$ cat src/rtl/ddr_cmd_pkg.sv
package ddr_cmd_pkg;

    typedef enum logic [2:0] {
        CMD_NOP  = 3'd0,
        CMD_TERM = 3'd1,
        CMD_RD   = 3'd2,
        CMD_WR   = 3'd3,
        CMD_ACT  = 3'd4,
        CMD_PRE  = 3'd5,
        CMD_REF  = 3'd6,
        CMD_MRS  = 3'd7
    } cmd_e;

    typedef enum logic [1:0] {
        BK_IDLE   = 2'd0,
        BK_ACTIVE = 2'd1,
        BK_READ   = 2'd2,
        BK_WRITE  = 2'd3
    } bank_st_e;

endpackage

$ cat src/rtl/ddr_pin_decode.sv
module ddr_pin_decode
    import ddr_cmd_pkg::*;
(
    input  logic cs_n,
    input  logic ras_n,
    input  logic cas_n,
    input  logic we_n,
    output cmd_e cmd
);

    always_comb begin
        if (cs_n) begin
            cmd = CMD_NOP;
        end else begin
            unique case ({ras_n, cas_n, we_n})
                3'b111: cmd = CMD_NOP;
                3'b110: cmd = CMD_TERM;
                3'b101: cmd = CMD_RD;
                3'b100: cmd = CMD_WR;
                3'b011: cmd = CMD_ACT;
                3'b010: cmd = CMD_PRE;
                3'b001: cmd = CMD_REF;
                3'b000: cmd = CMD_MRS;
            endcase
        end
    end

endmodule

$ cat src/rtl/ddr_burst_cfg.sv
module ddr_burst_cfg #(
    parameter int MAX_BEATS = 8,
    parameter int DEF_CODE  = 2,
    localparam int LOG_MAX  = $clog2(MAX_BEATS),
    localparam int CW       = $clog2(MAX_BEATS / 2)
) (
    input  logic          clk,
    input  logic          rst_n,
    input  logic          load,
    input  logic [2:0]    code,
    output logic [CW-1:0] burst_last
);

    localparam logic [CW-1:0] DEF_LAST = CW'((1 << (DEF_CODE - 1)) - 1);

    logic [CW-1:0] last_d;

    always_comb begin
        last_d = burst_last;
        if (load && code >= 3'd1 && int'(code) <= LOG_MAX) begin
            last_d = CW'((1 << (int'(code) - 1)) - 1);
        end
    end

    always_ff @(posedge clk or negedge rst_n) begin
        if (!rst_n) burst_last <= DEF_LAST;
        else        burst_last <= last_d;
    end

endmodule

$ cat src/rtl/ddr_bank_fsm.sv
module ddr_bank_fsm
    import ddr_cmd_pkg::*;
#(
    parameter int CW = 2
) (
    input  logic          clk,
    input  logic          rst_n,
    input  logic          do_act,
    input  logic          do_rd,
    input  logic          do_wr,
    input  logic          do_term,
    input  logic          do_pre,
    input  logic          ap_req,
    input  logic [CW-1:0] burst_last,
    output bank_st_e      state_q
);

    bank_st_e      state_d;
    logic [CW-1:0] cnt_q, cnt_d;
    logic          ap_q, ap_d;

    always_comb begin
        state_d = state_q;
        cnt_d   = cnt_q;
        ap_d    = ap_q;
        unique case (state_q)
            BK_IDLE: begin
                if (do_act) state_d = BK_ACTIVE;
            end
            BK_ACTIVE: begin
                if (do_pre) begin
                    state_d = BK_IDLE;
                end else if (do_rd || do_wr) begin
                    state_d = do_rd ? BK_READ : BK_WRITE;
                    cnt_d   = burst_last;
                    ap_d    = ap_req;
                end
            end
            BK_READ, BK_WRITE: begin
                if (do_pre) begin
                    state_d = BK_IDLE;
                end else if (do_rd || do_wr) begin
                    state_d = do_rd ? BK_READ : BK_WRITE;
                    cnt_d   = burst_last;
                    ap_d    = ap_req;
                end else if (do_term) begin
                    state_d = BK_ACTIVE;
                end else if (cnt_q == '0) begin
                    state_d = ap_q ? BK_IDLE : BK_ACTIVE;
                end else begin
                    cnt_d = cnt_q - 1'b1;
                end
            end
        endcase
    end

    always_ff @(posedge clk or negedge rst_n) begin
        if (!rst_n) begin
            state_q <= BK_IDLE;
            cnt_q   <= '0;
            ap_q    <= 1'b0;
        end else begin
            state_q <= state_d;
            cnt_q   <= cnt_d;
            ap_q    <= ap_d;
        end
    end

    // an idle bank can only stay idle or open a row
    a_r3_idle_exit: assert property (@(posedge clk) disable iff (!rst_n)
        state_q == BK_IDLE |=> state_q inside {BK_IDLE, BK_ACTIVE});

    // a read burst is entered only from an open row
    a_r6_read_entry: assert property (@(posedge clk) disable iff (!rst_n)
        $rose(state_q == BK_READ) |-> $past(state_q) == BK_ACTIVE);

    // burst counter never exceeds the programmed length
    a_r9_cnt_bound: assert property (@(posedge clk) disable iff (!rst_n)
        state_q inside {BK_READ, BK_WRITE} |-> cnt_q <= burst_last);

endmodule

$ cat src/rtl/ddr_cmd_tracker.sv
module ddr_cmd_tracker
    import ddr_cmd_pkg::*;
#(
    parameter int BANKS     = 4,
    parameter int ADDR_W    = 12,
    parameter int AP_BIT    = 10,
    parameter int MAX_BEATS = 8,
    localparam int BA_W     = $clog2(BANKS),
    localparam int CW       = $clog2(MAX_BEATS / 2)
) (
    input  logic                 clk,
    input  logic                 rst_n,
    input  logic                 cs_n,
    input  logic                 ras_n,
    input  logic                 cas_n,
    input  logic                 we_n,
    input  logic [BA_W-1:0]      ba,
    input  logic [ADDR_W-1:0]    addr,
    output logic [2:0]           cmd_out,
    output logic [BA_W-1:0]      bank_out,
    output logic [ADDR_W-1:0]    rowcol_out,
    output logic                 a10_out,
    output logic                 illegal_out,
    output logic [2*BANKS-1:0]   bank_state
);

    cmd_e          cmd;
    cmd_e          rep;
    logic          acc, ill, all_idle;
    bank_st_e      bank_st [BANKS];
    bank_st_e      st_sel;
    logic [CW-1:0] burst_last;

    ddr_pin_decode u_dec (
        .cs_n  (cs_n),
        .ras_n (ras_n),
        .cas_n (cas_n),
        .we_n  (we_n),
        .cmd   (cmd)
    );

    ddr_burst_cfg #(.MAX_BEATS(MAX_BEATS), .DEF_CODE(2)) u_bl (
        .clk        (clk),
        .rst_n      (rst_n),
        .load       (acc && cmd == CMD_MRS),
        .code       (addr[2:0]),
        .burst_last (burst_last)
    );

    assign st_sel = bank_st[ba];

    always_comb begin
        all_idle = 1'b1;
        for (int i = 0; i < BANKS; i++) begin
            if (bank_st[i] != BK_IDLE) all_idle = 1'b0;
        end
    end

    // legality of the sampled command against the addressed bank
    always_comb begin
        acc = 1'b0;
        ill = 1'b0;
        rep = CMD_NOP;
        unique case (cmd)
            CMD_NOP: ;
            CMD_TERM: begin
                if (st_sel == BK_IDLE) ill = 1'b1;
                else if (st_sel != BK_ACTIVE) acc = 1'b1;
            end
            CMD_RD:  acc = (st_sel == BK_ACTIVE) || (st_sel == BK_READ);
            CMD_WR:  acc = (st_sel == BK_ACTIVE) || (st_sel == BK_WRITE);
            CMD_ACT: acc = (st_sel == BK_IDLE);
            CMD_PRE: acc = 1'b1;
            CMD_REF, CMD_MRS: acc = all_idle;
        endcase
        if (cmd inside {CMD_RD, CMD_WR, CMD_ACT, CMD_REF, CMD_MRS}) ill = !acc;
        if (acc) rep = cmd;
    end

    for (genvar b = 0; b < BANKS; b++) begin : g_bank
        logic hit;
        assign hit = (ba == BA_W'(b));

        ddr_bank_fsm #(.CW(CW)) u_fsm (
            .clk        (clk),
            .rst_n      (rst_n),
            .do_act     (acc && hit && cmd == CMD_ACT),
            .do_rd      (acc && hit && cmd == CMD_RD),
            .do_wr      (acc && hit && cmd == CMD_WR),
            .do_term    (acc && hit && cmd == CMD_TERM),
            .do_pre     (acc && cmd == CMD_PRE && (hit || addr[AP_BIT])),
            .ap_req     (addr[AP_BIT]),
            .burst_last (burst_last),
            .state_q    (bank_st[b])
        );

        assign bank_state[2*b +: 2] = bank_st[b];
    end

    always_ff @(posedge clk or negedge rst_n) begin
        if (!rst_n) begin
            cmd_out     <= '0;
            bank_out    <= '0;
            rowcol_out  <= '0;
            a10_out     <= 1'b0;
            illegal_out <= 1'b0;
        end else begin
            cmd_out     <= rep;
            illegal_out <= ill;
            a10_out     <= acc && (cmd inside {CMD_RD, CMD_WR, CMD_PRE}) && addr[AP_BIT];
            if (acc && (cmd inside {CMD_ACT, CMD_RD, CMD_WR, CMD_PRE})) bank_out <= ba;
            if (acc && (cmd inside {CMD_ACT, CMD_RD, CMD_WR})) rowcol_out <= addr;
        end
    end

    // a reported refresh or mode set means every bank was idle
    a_r5_ref_all_idle: assert property (@(posedge clk) disable iff (!rst_n)
        cmd_out inside {3'd6, 3'd7} |-> bank_state == '0);

    // an illegal command leaves latched row/column and bank untouched
    a_r10_illegal_hold: assert property (@(posedge clk) disable iff (!rst_n)
        illegal_out |-> $stable(rowcol_out) && $stable(bank_out));

    // illegal reports are never paired with a command code
    a_r10_illegal_nop: assert property (@(posedge clk) disable iff (!rst_n)
        illegal_out |-> cmd_out == 3'd0);

endmodule

$ cat config.mk
export PLATFORM = sky130hd
export DESIGN_NAME = ddr_cmd_tracker
export DESIGN_NICKNAME = d
export VERILOG_FILES = /design/src/rtl/ddr_cmd_pkg.sv /design/src/rtl/ddr_pin_decode.sv /design/src/rtl/ddr_burst_cfg.sv /design/src/rtl/ddr_bank_fsm.sv /design/src/rtl/ddr_cmd_tracker.sv
export SDC_FILE = /design/constraint.sdc
export NUM_CORES = 1
export LEC_CHECK = 0
export BUFFER_PORTS_ARGS = -buffer_cell sky130_fd_sc_hd__buf_2
export CAP_MARGIN = 40
export CORE_UTILIZATION = 40
export CTS_CLUSTER_SIZE = 25
export DETAILED_ROUTE_END_ITERATION = 10
export GPL_TIMING_DRIVEN = 0
export PLACE_DENSITY = 0.71
export SYNTH_ARGS = -nofsm -noshare
export SYNTH_HDL_FRONTEND = slang
export SYNTH_SLANG_ARGS = --single-unit
$ cat constraint.sdc
create_clock -name clk -period 5.24 [get_ports clk]
set_input_delay 0.786 -clock clk [delete_from_list [all_inputs] [get_ports clk]]
set_output_delay 0.786 -clock clk [all_outputs]
set_load 0.02 [all_outputs]
==> metrics, run 1 <==
result of the run finished, final reports clean; 1st-iter DRT viols 164; post-route fraction of the period consumed by the critical path 60.5%; Finish-stage setup viols 0; RePlAce Congestion 0.853; Setup Crit Path Kind input port to flip-flop; worst reg2reg path startpoint g_bank[0].u_fsm.state_q[1]$_DFFE_PN0P_; number of clock sinks 41; startpoint type of the worst setup path input port; clock tree skew after final layout 0.00732 ns; clock latency at the later pin of the worst-skew pair 0.30 ns; fraction of final layout cells sized beyond drive strength 1 32.0%; antenna violations before repair 0; Rel. slew slack 50.1%; Seq/Total Area, Yosys 41.4%; total negative setup slack 0 ns; hold buffer count at CTS 0; maximum resistive drop on vdd 0.237 mV; Initial Utilization 41.7%; CTS H-tree lvls 2; post-synthesis cell type with the largest combined area dfrtp_1; most numerous cell types in the synthesized netlist 40 x dfrtp_1, 23 x inv_1, 22 x mux2_2; synthesized cell area 0.00248 mm2; antenna diode count 0; endpoint class of the critical path flip-flop; Final Slew Violations 0; I/O pin cnt 47; nets in the synthesized netlist 271; fraction of registers with async set/reset 100%; number of optimization iterations in the first detailed-route pass 4; placement row count 28; remaining global-route overflow 0; maxcap violations 0; Synthesis Warnings 0; area overhead of the layout relative to synthesis 17.6%; final hold vios 0; Post-Place Cell Area 0.00283 mm2; final non-filler cell area 0.00292 mm2; TritonCTS Buffers 5; number of global-route vias before repair 2,067; worst reg2reg path endpoint g_bank[1].u_fsm.cnt_q[1]$_DFFE_PN0P_; number of resized instances in the post-cts repair step 0; pin count of the biggest net entering global routing 25; flop-to-flop setup slack 2.24 ns; via total after detailed routing 2,068; maximum clock insertion buffer count 2; detailed-route wire length per cell 15.2 um; reported leakage power 0.00136 uW; number of routed nets with antenna violations 0; Max Freq 315 MHz; Chip Width 80.8 um; area of the die 0.00652 mm2; number of port buffers 44; global router's overall resource usage 19.3%; area of the placeable core 0.00596 mm2; cell count after synthesis 243; RSZ-0062 raised after global routing false; Final Critical Period 3.17 ns; dominant register cell in the synthesized netlist dfrtp_1; post-CTS setup buffer count 0; cell area power density 370 mW/mm2; syn avg cell area 10.2 um2; length in cells of the worst reg-to-reg path 9; CTS Root Cell clkbuf_8; CTS tree done; Fillers 580; clock slew at the register clock pins of the worst setup and hold paths 0.09 ns; post-synthesis sequential element count 41; first-pass GRT wire length 9500 um; type of the tightest min-delay check input port to asynchronous set/reset pin; fraction of synthesized cell area taken by the top area cell type 40.3%; chip height 80.8 um; total wire length after detailed routing 5640 um; mean number of vias per cell 5.56; most numerous cell in the Yosys netlist dfrtp_1; number of nets in the layout 324; leading post-synthesis cells by cell area dfrtp_1 40%, mux2_2 10%, ha_1 4.0%, mux2i_1 4.0%, inv_1 3.5%; number of distinct library cells after synthesis 56; DP Wirelength 4210 um; number of DRC violations after detailed routing 0; slew at the pin closest to its max-slew limit 0.738 ns; critical path data required time 5.43 ns; count of flip-flops with a built-in enable after synthesis 0; endpoint arrival time on the critical path 3.36 ns; maximum fanout along the worst path 9
==> final cells by class <==
| type | count | area, um2 | area share (%) |
|---|---|---|---|
| clock inverters | 3 | 22.5 | 0.771 |
| clock buffers | 5 | 68.8 | 2.36 |
| flip-flops and latches | 41 | 1030 | 35.2 |
| multi-input cells | 169 | 1290 | 44.3 |
| well taps | 75 | 93.8 | 3.21 |
| inverters | 23 | 86.3 | 2.96 |
| repair buffers | 46 | 253 | 8.65 |
| plain buffers | 10 | 76.3 | 2.61 |
==> worst max-delay path by stage <==
stage          startpoint                              endpoint  slack, ns  cells after the start
6_report             cs_n  g_bank[1].u_fsm.cnt_q[1]$_DFFE_PN0P_       2.07                     10
5_1_grt              cs_n  g_bank[1].u_fsm.cnt_q[1]$_DFFE_PN0P_       1.96                     10
4_1_cts              cs_n  g_bank[1].u_fsm.cnt_q[1]$_DFFE_PN0P_       2.12                     10
3_5_place_dp         cs_n  g_bank[1].u_fsm.cnt_q[1]$_DFFE_PN0P_       1.82                     10
3_3_place_gp         cs_n  g_bank[1].u_fsm.cnt_q[1]$_DFFE_PN0P_       1.61                      9
2_1_floorplan       ba[0]  g_bank[1].u_fsm.cnt_q[1]$_DFFE_PN0P_       2.01                      9
==> worst max-delay path, stage by stage <==
cell and delay [ns]:
clkbuf_1 0.20, nor4b_1 0.71, buf_2 0.27, a31oi_1 0.05, and2_1 0.18, and3_1 0.17
buf_6 0.14, o31ai_1 0.30, o21a_1 0.22, mux2_2 0.34
==> layout by cell type (no fill, tap or decap), drive strengths merged, types with 3 or more instances in the layout <==
cell	n
nand3	5
nand2	17
ha	8
nor2b	5
nor2	14
clkinvlp	3
o21a	5
nor3	7
a21oi	10
o31a	3
a31oi	3
buf	52
mux2i	10
o21ai	15
mux2	23
dfrtp	40
clkbuf	9
o31ai	3
a2bb2oi	3
and2	4
and3	3
inv	23
==> layer usage <==
layer	routed length, um	track usage [%]
met1	2500	24.0
met5	0	0
met4	53	5.54
met2	2690	33.1
met3	396	4.72
==> registers in the layout, indices dropped and copies added, names as in the netlist <==
| signal | count |
|---|---|
| rowcol_out | 12 |
| a10_out | 1 |
| cmd_out | 3 |
| g_bank.u_fsm.ap_q | 4 |
| illegal_out | 1 |
| bank_out | 2 |
| g_bank.u_fsm.state_q | 8 |
| g_bank.u_fsm.cnt_q | 8 |
| u_bl.burst_last | 2 |
==> power breakdown <==
part / leakage (uW) / switching [uW] / internal [uW] / total, uW
clock: 0.0000364 / 118 / 93.5 / 212
combinational: 0.000821 / 226 / 179 / 405
sequential: 0.000502 / 59.8 / 404 / 464
==> per-stage QoR <==
stage          total power [uW]  hold WS (ns)  util, %  instances  setup slack, ns
6_report                   1080         0.428     49.0        372             2.07
3_3_place_gp                854         0.485     47.0        362             1.61
4_1_cts                    1090         0.441     49.0        372             2.12
2_1_floorplan               742         0.475        -        243             2.01
3_5_place_dp                875         0.490     47.5        364             1.82
5_1_grt                    1150         0.452     49.0        372             1.96
==> logic make-up after synthesis <==
family,share of synthesized area [%]
simple gates,14.0
compound gates,17.4
flops,41.4
mux,16.6
buf+inv,6.55
fa+ha+maj,4.03
Note: power is estimated with default switching activity, not from simulation.
==> run 2, diff against run 1 <==
- ABC_AREA: default -> 1
- PLACE_DENSITY: 0.71 -> 0.73
- clock period: 5.24 -> 2.7 ns (I/O delays scaled with it)
==> run 2 against run 1 <==
Compared with the run above: clock skew rose by 0.0030 ns; critical path depth rose by 2; cell area rose by 2.0%; largest cell class unchanged; clock power rose by 140%; register-to-register slack got worse by 1.5 ns; sequential power rose by 110%; synthesized area rose by 1.5%; routed wire length barely moved; combinational power rose to 2.6 times the previous value; cell count rose by 24%.
==> metrics, run 2 <==
sum of buffers and inverters on the critical path 1 (-2); maximum fanout along the worst path 10 (+1); number of clock sinks 41 (unchanged); via total after detailed routing 2,307 (+12%); cell family with most CP delay simple AND/OR/NAND/NOR gates; fraction of synthesized cell area taken by the top area cell type 39.7% (-0.58 points); pin count of the biggest net entering global routing 35 (+40%); Gate power share 41.3% (+3.8 points); most common library cell in the layout ignoring fill and taps nand2_1; most flop-heavy register rowcol_out; delay of the slowest cell on the worst path 0.46 ns (-0.25 ns); length in cells of the worst reg-to-reg path 12 (+3); CTS Root Cell clkbuf_8; maximum resistive drop on vdd 0.474 mV (+100%); number of nets in the layout 413 (+27%); worst reg2reg path endpoint u_bl.burst_last[1]$_DFFE_PN0P_; Synthesis Warnings 0 (unchanged); number of port buffers 45 (+2.3%); Final Critical Period 2.01 ns; chip height 81.4 um (+0.71%); synthesized-area fraction occupied by ao, oa, aoi and oai cells 9.09% (-8.3 points); number of global-route vias before repair 2,306 (+12%); dominant combinational cell family by area after synthesis simple AND/OR/NAND/NOR gates; RSZ-0062 raised after global routing false; total wire length after detailed routing 5630 um (about the same); dominant register cell in the synthesized netlist dfrtp_1; endpoint arrival time on the critical path 2.24 ns (-1.12 ns); Post-Place Worst Slack 0.426 ns (-1.39 ns); startpoint of the tightest hold check path cs_n; remaining global-route overflow 0 (unchanged); critical path data required time 2.93 ns (-2.50 ns); hold buffer count at CTS 1 (+1); Worst Setup Slack, final 0.692 ns (-1.38 ns); DP Wirelength 4200 um (-0.32%); Layout Cells excl Fill 461 (+24%); maximum clock insertion buffer count 2 (unchanged); critical-path cell with the highest stage delay dfrtp_1; fraction of the mapped netlist area in simple logic gates 34.1% (+20 points); post-route fraction of the period consumed by the critical path 74.4%; total net switching power 1020 uW (+150%); area of the placeable core 0.00599 mm2 (+0.59%); mean number of vias per cell 5.00 (-10%); number of routed nets with antenna violations 0 (unchanged); number of optimization iterations in the first detailed-route pass 4 (unchanged); clock tree skew after final layout 0.0103 ns (+0.00301 ns); most numerous cell in the Yosys netlist nand2_1; number of resized instances in the post-cts repair step 0 (unchanged); 1st-iter DRT viols 143 (-13%); internal power contribution 1530 uW (+130%); area overhead of the layout relative to synthesis 18.3%; Finish-stage setup viols 0 (unchanged); Top cell by count, worst path nand2_1; cell count after synthesis 331 (+36%); maxcap violations 0 (unchanged); nets in the synthesized netlist 359 (+32%); switching part of the total 40.0% (+2.6 points); biggest regs rowcol_out: 12 flops, g_bank.u_fsm.cnt_q: 8 flops, g_bank.u_fsm.state_q: 8 flops; number of DRC violations after detailed routing 0 (unchanged); Initial Utilization 42.0% (+0.36 points); number of distinct library cells after synthesis 28 (-50%); Critical Path Stages 12 (+2); total negative setup slack 0 ns (unchanged); count of flip-flops with a built-in enable after synthesis 0 (unchanged); CTS tree done; number of placed instances, taps included 452 (+24%); placement row count 28 (unchanged); most numerous cell types in the synthesized netlist 90 x nand2_1, 40 x dfrtp_1, 40 x nor2_1; I/O pin cnt 47 (unchanged); endpoint class of the critical path flip-flop; final hold vios 0 (unchanged); power share of the clock group 19.8% (+0.2 points); Seq/Total Area, Yosys 40.8% (-0.60 points); fraction of synthesized area in multiplexers 4.02% (-13 points); antenna diode count 0 (unchanged); post-synthesis sequential element count 41 (unchanged); Max Freq 498 MHz; worst reg2reg path startpoint g_bank[0].u_fsm.state_q[1]$_DFFE_PN0P_; antenna violations before repair 0 (unchanged); result of the run finished, final reports clean; area of the die 0.00662 mm2 (+1.4%); register share of total power 38.8% (-4.1 points); Total Power Consumption 2540 uW (+140%); critical-path cell list nor2_1, nand2_1, o21ai_0, nand2_1, nand2_1, nor2_4, nand2_8, buf_12, nand2_1, nor3_2, nand2_1, o22ai_1; global router's overall resource usage 20.1% (+0.81 points); clock slew at the register clock pins of the worst setup and hold paths 0.09 ns (about the same); leading post-synthesis cells by cell area dfrtp_1 40%, nand2_1 13%, nor2_1 6.0%, inv_1 5.4%, nand3_1 4.8%; cell depth of the worst hold path 2; type of the tightest min-delay check input port to flip-flop; adder-cell share of the synthesized area 3.97% (-0.058 points); TritonCTS Buffers 5 (unchanged); fraction of final layout cells sized beyond drive strength 1 25.4% (-6.6 points); startpoint type of the worst setup path flip-flop; commonest non-fill, non-tap cells in the layout 90 x nand2_1, 46 x buf_2, 40 x nor2_1, 40 x dfrtp_1, 36 x inv_1; first-pass GRT wire length 10,100 um (+6.5%); syn avg cell area 7.61 um2 (-26%); post-CTS setup buffer count 0 (unchanged); flip-flop count of the largest register after layout 12 (unchanged); reported leakage power 0.00158 uW (+16%); post-synthesis cell type with the largest combined area dfrtp_1; Chip Width 81.4 um (+0.71%); CTS H-tree lvls 2 (unchanged); Setup Crit Path Kind flip-flop to flip-flop; slew at the pin closest to its max-slew limit 0.640 ns (-0.0974 ns); synthesized cell area 0.00252 mm2 (+1.5%); Final Slew Violations 0 (unchanged); fraction of registers with async set/reset 100% (unchanged); clock latency at the later pin of the worst-skew pair 0.31 ns (about the same); Rel. slew slack 57.0% (+6.9 points); RePlAce Congestion 0.899 (+5.4%); Synth Area in XOR/XNOR 0% (unchanged); detailed-route wire length per cell 12.2 um (-19%); Min-Delay Endpoint cmd_out[0]$_DFF_PN0_; flop-to-flop setup slack 0.69 ns (-1.55 ns); cell area power density 853 mW/mm2 (+130%)
run 2: changes by cell type after synthesis, moves of 5 or more:
cell / change
inv_1: +13
inv_2: +6
mux2_2: -13
mux2i_1: -10
nand2_1: +73
nand2_2: +5
nand3_1: +19
nand3_2: +5
nor2_1: +26
nor2_2: +7
nor2b_1: -5
o21a_1: -5
o21ai_0: +9
o21ai_1: +7
run 2: power by group through the flow:
stage | Sequential (uW) | Combinational, uW | Clock (uW)
after floorplan | 1150 | 580 | 0
after global placement | 994 | 1020 | 0
after detailed placement | 1000 | 1060 | 0
after CTS | 990 | 1070 | 518
after global routing | 1020 | 1200 | 536
final | 987 | 1050 | 505
run 2: metal layers:
layer / global-route usage [%] / vias to the layer above / part of all wire, %
li1: - / 1163 / -
met1: 24.8 / 1072 / 45
met2: 34.1 / 62 / 47
met3: 3.48 / 10 / 6.6
met4: 8.75 / 0 / 1.7
met5: 0 / - / 0
run 2: final cells by class:
type / instances / area, um2
Clock inverter: 2 / 38.8
Clock buffer: 6 / 72.6
Tap cell: 75 / 93.8
Timing Repair Buffer: 47 / 255
Sequential cell: 41 / 1030
Fill cell: 601 / 3010
Inverter: 42 / 158
Multi-Input combinational cell: 244 / 1290
Buffer: 4 / 43.8
run 2: logic make-up (layout without fill, tap and decap cells):
logic type / count (synthesis) / in the layout
and+or+nand+nor: 183 / 183
AOI/OAI and AO/OA: 44 / 44
DFF: 41 / 41
muxes: 9 / 9
adders and majority gates: 8 / 8
buffers and inverters: 46 / 101
run 2: worst max path at each step:
stage,startpoint,slack (ns),endpoint
after floorplan,ba[1],0.79,rowcol_out[10]$_DFFE_PN0P_
after global placement,cs_n,0.48,rowcol_out[11]$_DFFE_PN0P_
after detailed placement,cs_n,0.43,rowcol_out[8]$_DFFE_PN0P_
after CTS,g_bank[3].u_fsm.state_q[1]$_DFFE_PN0P_,0.70,g_bank[0].u_fsm.cnt_q[0]$_DFFE_PN0P_
after global routing,g_bank[0].u_fsm.state_q[1]$_DFFE_PN0P_,0.44,g_bank[0].u_fsm.cnt_q[0]$_DFFE_PN0P_
final,g_bank[0].u_fsm.state_q[1]$_DFFE_PN0P_,0.69,u_bl.burst_last[1]$_DFFE_PN0P_
run 2: per-stage QoR:
stage | instance area [um2] | utilization, % | hold slack (ns)
floorplan | 2520 | - | 0.109
global placement | 2840 | 47.4 | 0.465
detailed placement | 2860 | 47.7 | 0.266
CTS | 2980 | 49.7 | 0.303
global route | 2980 | 49.7 | 0.327
finish | 2980 | 49.7 | 0.307
